File: src/rtl/hbc_pkg.sv
package hbc_pkg;
  localparam int unsigned CFG_BYTES  = 256;
  localparam int unsigned ADDR_W     = 8;
  localparam logic [7:0]  STEER_BASE = 8'hC0;
  localparam logic [7:0]  IDE_EN_OFF = 8'h58;
  localparam logic [7:0]  IDE_CF_OFF = 8'h59;
  localparam logic [7:0]  ROM_LO_OFF = 8'hD0;
  localparam logic [7:0]  ROM_HI_OFF = 8'hD1;
  localparam logic [7:0]  REVISION   = 8'h02;
  localparam logic [7:0]  CLASS_BASE = 8'h06;

  function automatic logic cfg_writable(input int unsigned off);
    return (off >= 4 && off < 8) || (off >= 64);
  endfunction

  function automatic logic [7:0] cfg_reset_val(input int unsigned off);
    case (off)
      4:       return 8'h07;
      6:       return 8'h80;
      7:       return 8'h02;
      8'hD0:   return 8'h78;
      8'hD1:   return 8'hFF;
      default: return 8'h00;
    endcase
  endfunction
endpackage

File: src/rtl/hbc_regfile.sv
module hbc_regfile
  import hbc_pkg::*;
#(
  parameter logic [15:0] VENDOR_ID = 16'h1D5E,
  parameter logic [15:0] DEVICE_ID = 16'h0A31,
  parameter int unsigned NLINES    = 4,
  parameter int unsigned SEL_W     = 4
) (
  input  logic                      clk,
  input  logic                      rst,
  input  logic [ADDR_W-1:0]         addr,
  input  logic                      we,
  input  logic [7:0]                wdata,
  output logic [7:0]                rdata,
  output logic [NLINES-1:0]         steer_vld,
  output logic [NLINES*SEL_W-1:0]   steer_sel,
  output logic [1:0]                ide_en_bits,
  output logic                      ide_swap_bit,
  output logic [15:0]               rom_bytes
);
  function automatic logic [7:0] fixed_byte(input int unsigned off);
    case (off)
      0:       return VENDOR_ID[7:0];
      1:       return VENDOR_ID[15:8];
      2:       return DEVICE_ID[7:0];
      3:       return DEVICE_ID[15:8];
      8:       return REVISION;
      11:      return CLASS_BASE;
      default: return 8'h00;
    endcase
  endfunction

  logic [7:0] byte_q [CFG_BYTES];

  for (genvar i = 0; i < CFG_BYTES; i++) begin : g_byte
    logic [7:0] q;
    if (cfg_writable(i)) begin : g_rw
      always_ff @(posedge clk) begin
        if (rst)
          q <= cfg_reset_val(i);
        else if (we && addr == ADDR_W'(i))
          q <= wdata;
      end
    end else begin : g_ro
      assign q = fixed_byte(i);
    end
    assign byte_q[i] = q;
  end

  // Read-first: a same-cycle write lands after the old byte is captured.
  always_ff @(posedge clk) begin
    if (rst) rdata <= 8'h00;
    else     rdata <= byte_q[addr];
  end

  for (genvar l = 0; l < NLINES; l++) begin : g_steer
    assign steer_vld[l]                 = byte_q[STEER_BASE + l][7];
    assign steer_sel[l*SEL_W +: SEL_W]  = byte_q[STEER_BASE + l][SEL_W-1:0];
  end

  assign ide_en_bits  = byte_q[IDE_EN_OFF][7:6];
  assign ide_swap_bit = byte_q[IDE_CF_OFF][1];
  assign rom_bytes    = {byte_q[ROM_HI_OFF], byte_q[ROM_LO_OFF]};
endmodule

File: src/rtl/hbc_irq_router.sv
module hbc_irq_router #(
  parameter int unsigned NLINES = 4,
  parameter int unsigned SEL_W  = 4,
  localparam int unsigned NIRQ  = 1 << SEL_W
) (
  input  logic                    clk,
  input  logic                    rst,
  input  logic [NLINES-1:0]       int_req,
  input  logic [NLINES-1:0]       vld,
  input  logic [NLINES*SEL_W-1:0] sel,
  output logic [NIRQ-1:0]         irq_req
);
  logic [NIRQ-1:0] irq_nxt;

  always_comb begin
    irq_nxt = '0;
    for (int l = 0; l < NLINES; l++) begin
      if (vld[l] && int_req[l])
        irq_nxt[sel[l*SEL_W +: SEL_W]] = 1'b1;
    end
  end

  always_ff @(posedge clk) begin
    if (rst) irq_req <= '0;
    else     irq_req <= irq_nxt;
  end
endmodule

File: src/rtl/hbc_ide_map.sv
module hbc_ide_map (
  input  logic [1:0] en_bits,   // [1] = byte bit 7, [0] = byte bit 6
  input  logic       swap,
  output logic       pri_en,
  output logic       sec_en
);
  always_comb begin
    if (swap) begin
      pri_en = en_bits[0];
      sec_en = en_bits[1];
    end else begin
      pri_en = en_bits[1];
      sec_en = en_bits[0];
    end
  end
endmodule

File: src/rtl/hb_cfg_space.sv
module hb_cfg_space #(
  parameter logic [15:0] VENDOR_ID = 16'h1D5E,
  parameter logic [15:0] DEVICE_ID = 16'h0A31,
  parameter int unsigned NLINES    = 4,
  parameter int unsigned SEL_W     = 4,
  localparam int unsigned NIRQ     = 1 << SEL_W
) (
  input  logic                    clk,
  input  logic                    rst,
  input  logic [7:0]              cfg_addr,
  input  logic                    cfg_we,
  input  logic [7:0]              cfg_wdata,
  output logic [7:0]              cfg_rdata,
  input  logic [NLINES-1:0]       int_req,
  output logic [NLINES*SEL_W-1:0] route_irq,
  output logic [NLINES-1:0]       route_vld,
  output logic [NIRQ-1:0]         irq_req,
  output logic                    ide_swap,
  output logic                    ide_pri_en,
  output logic                    ide_sec_en,
  output logic [15:0]             rom_ctl
);
  logic [1:0] ide_en_bits;

  hbc_regfile #(
    .VENDOR_ID(VENDOR_ID), .DEVICE_ID(DEVICE_ID),
    .NLINES(NLINES), .SEL_W(SEL_W)
  ) u_regs (
    .clk(clk), .rst(rst), .addr(cfg_addr), .we(cfg_we), .wdata(cfg_wdata),
    .rdata(cfg_rdata), .steer_vld(route_vld), .steer_sel(route_irq),
    .ide_en_bits(ide_en_bits), .ide_swap_bit(ide_swap), .rom_bytes(rom_ctl)
  );

  hbc_irq_router #(.NLINES(NLINES), .SEL_W(SEL_W)) u_route (
    .clk(clk), .rst(rst), .int_req(int_req), .vld(route_vld),
    .sel(route_irq), .irq_req(irq_req)
  );

  hbc_ide_map u_ide (
    .en_bits(ide_en_bits), .swap(ide_swap),
    .pri_en(ide_pri_en), .sec_en(ide_sec_en)
  );
endmodule

File: config.mk
export PLATFORM = sky130hd
export DESIGN_NAME = hb_cfg_space
export DESIGN_NICKNAME = d
export VERILOG_FILES = /design/src/rtl/hbc_pkg.sv /design/src/rtl/hbc_regfile.sv /design/src/rtl/hbc_irq_router.sv /design/src/rtl/hbc_ide_map.sv /design/src/rtl/hb_cfg_space.sv
export SDC_FILE = /design/constraint.sdc
export NUM_CORES = 2
export LEC_CHECK = 0
export ABC_CLOCK_PERIOD_IN_PS = 5300
export BUFFER_PORTS_ARGS = -buffer_cell sky130_fd_sc_hd__clkbuf_2
export CAP_MARGIN = 25
export CORE_UTILIZATION = 50
export DETAILED_ROUTE_END_ITERATION = 6
export HOLD_SLACK_MARGIN = 0.08
export PLACE_DENSITY = 0.69
export SLEW_MARGIN = 0
export SYNTH_ARGS = -nofsm -noshare
export SYNTH_HDL_FRONTEND = slang
export SYNTH_SLANG_ARGS = --single-unit
File: constraint.sdc
create_clock -name clk -period 5.3 [get_ports clk]
set_clock_uncertainty 0.1 [all_clocks]
set_input_delay 1.06 -clock clk [delete_from_list [all_inputs] [get_ports clk]]
set_output_delay 1.06 -clock clk [all_outputs]
set_load 0.1 [all_outputs]
==> out/qor.yml <==
status:
  status: "complete, but fails checks"
  violations: "design-rule violations"
route:
  dr.pass1.iters: 7
  detail-route-antenna-nets: 0
  viasPerCell: 6.24
  wire_per_inst_um: 24.5
  vias: 63231
  wl_um: 248000
  drc: 1
  drtIter0Drc: 8927
min_path:
  hold_class: "flip-flop to flip-flop"
  hold_depth: 2
  hp-start: "u_regs.g_byte[95].q[0]"
  min_to: "u_regs.g_byte[95].q[0]"
worst_setup_path:
  cp-start-kind: "input port"
  regToRegStartpoint: "u_regs.g_byte[91].q[2]"
  timing.rr.end: "u_regs.rdata[2]"
  crit_arrival_ns: 4.49
  crit_path_end_kind: "flip-flop"
  cp_slowest_stage_delay_ns: 0.91
  cp_slowest_cell: "nor4_1"
  required_ns: 5.85
  rr_worst_depth: 7
  crit_chain: "buf_8 -> buf_12 -> mux4_2 -> a22oi_1 -> a21oi_1 -> nor2_1 -> nor2_1 -> nor4_1 -> nor3_1"
  crit_top_cell: "nor2_1"
  cp_max_fo: 47
  reg2reg_slack_ns: 2.33
  critPathKind: "input port to flip-flop"
synth:
  synth_common_cells: "nand2_1, dfxtp_1, a21oi_1, clkbuf_1, mux4_2"
  ys.flop_type: "dfxtp_1"
  syn_nets: 8429
  yosysWarningCount: 0
  synth_edf_count: 0
  yosysTopAreaCell: "dfxtp_1"
  synth.top_cell.area_share_pct: 46.1
  synthTopCellsByArea: "dfxtp_1, nand2_1, mux4_2, a21oi_1, clkbuf_1"
  ys_ff_latch: 1592
  synthesis.area_um2: 69100
  yosysUniqueCellTypes: 55
  seq_area_frac_synth_pct: 46.1
  yosysMostFrequentCell: "nand2_1"
  syn_inst: 8401
  async_flop_share_pct: 0
  syn_area_per_cell_um2: 8.22
cts:
  cts_tree: "built"
  cts-root-buf: "clkbuf_16"
  post_cts_buffers: 0
  path_clk_slew_ns: 0.06
  cts_resized: 0
  clockBufferDepth: 3
  cts_sinks: 1592
  ctsHoldBuffers: 0
  htreeDepth: 4
  worstSkewPairLatency_ns: 0.83
  cts_inserted_buffers: 166
grt:
  grt-ovfl-total: 0
  grtUsageMet3_pct: 8.36
  antenna_found_initial: 12
  busiest_layer: "met2"
  grt_max_degree: 229
  grt_pass1_vias: 58381
  use_met1_pct: 46.0
  use_met2_pct: 51.5
  grt_pass1_wl_um: 371000
  grt.total_usage_pct: 34.5
die:
  design.core.area_um2: 137000
  rows: 136
  ios: 86
  die_y_um: 374
  die_area_um2: 140000
  start_util_pct: 50.3
  die_x_um: 374
timing:
  rsz0062_at_grt: "no"
  final.setup.tns_ns: 0
  relSlewSlack_pct: 16.2
  period_needed_ns: 3.94
  timing.fmax_mhz: 253
  final-hold-violation-count: 0
  worst_slew_pin_slew_ns: 1.26
  slew_viol_final: 0
  setup_viol: 0
  hold-worst-slack_ns: 0.351
  post-route-period-util_pct: 74.4
finish:
  num-fill-cells: 12320
  finalNetCount: 8229
  drive_above_1_share_pct: 11.3
  area_growth_pct: 10.8
power:
  power_density_nw_per_um2: 333
  leakagePower_nw: 24.1
  peakVddDrop_mv: 0.269
place:
  dp_hpwl_um: 157000
  io_buffers: 85
  place.gp.congestion: 0.990
run:
  cap_violations: 0
-- through the flow --
stage	cell area, um^2	worst slack (ns)	total power, W	util, %	cells
after detailed placement	70900	0.718	0.0136	51.6	9825
final	76500	1.36	0.0255	55.7	10134
after global placement	70800	0.734	0.0136	51.6	9823
after floorplan	69100	1.29	0.0131	-	8401
after global routing	76500	1.43	0.0261	55.7	10131
after CTS	76500	1.57	0.0255	55.7	10129
-- cell type report --
class                   count  area, um^2  area share [%]
diodes                      3        7.51         0.00981
clock buffers             253        4940            6.46
clock inverters            51         693           0.906
inverters                   7        30.0          0.0392
multi-input cells        6178       34600            45.2
flip-flops and latches   1592       31900            41.6
well taps                1794        2240            2.93
repair buffers            256        2160            2.83
-- worst max path at each step --
stage,start,to,slack [ns]
final,cfg_addr[0],u_regs.rdata[2],1.36
after global routing,cfg_addr[0],u_regs.rdata[7],1.43
after CTS,cfg_addr[0],u_regs.rdata[2],1.57
after detailed placement,cfg_addr[0],u_regs.rdata[2],0.72
after global placement,cfg_addr[0],u_regs.rdata[2],0.73
after floorplan,cfg_addr[1],u_regs.g_byte[209].q[5],1.29
-- logic make-up (layout without fill, tap and decap cells) --
group | count (synthesis) | after routing | share of synthesized area [%]
buffers and inverters | 631 | 567 | 3.97
AND/OR/NAND/NOR | 3877 | 3877 | 22.0
multiplexers | 512 | 512 | 14.1
adder cells (fa/ha/maj) | 5 | 5 | 0.0906
other | 0 | 3 | 0
AO/OA/AOI/OAI | 1784 | 1784 | 13.7
flip-flops | 1592 | 1592 | 46.1
-- registers in the layout (all words and copies together) (netlist names) --
register,cells
u_route.irq_req,16
u_regs.rdata,8
u_regs.g_byte.q,1568
-- per-layer routing --
metal / wire, um / up-vias
met3: 29400 / 710
met5: 79 / -
met2: 109000 / 3826
li1: - / 28211
met4: 14300 / 12
met1: 95500 / 30472
-- power by group --
part / switching [W] / internal, W / total (W)
Combinational: 0.00111 / 0.000314 / 0.00143
Sequential: 0.0000160 / 0.0120 / 0.0120
Clock: 0.00507 / 0.00700 / 0.0121
Total: 0.00620 / 0.0193 / 0.0255
-- cell usage in the layout (no fill, tap or decap), types with 8 or more instances in the layout --
cell,n
a22oi_1,55
nor2_2,26
a31oi_1,20
nand4_1,8
a32oi_1,37
clkbuf_16,166
dfxtp_1,1592
a211o_1,11
buf_12,26
mux2i_1,136
o21ai_0,19
nor3_1,16
nor2b_1,19
mux4_2,369
nand3_1,297
nor2_1,232
nand2b_1,8
a21oi_1,1582
nor3b_1,8
nand2_1,3216
clkinv_2,23
o22ai_1,14
clkbuf_1,41
clkbuf_8,53
bufinv_16,11
clkbuf_2,72
buf_4,142
nand3b_1,9
-- worst max-delay path: cells and delay by family --
| kind | cells | cell delay, ns |
|---|---|---|
| buffers and inverters | 2 | 0.86 |
| and+or+nand+nor | 4 | 1.22 |
| muxes | 1 | 0.61 |
| AOI/OAI and AO/OA | 2 | 0.66 |
No activity file was read; power rests on OpenSTA's default activity.
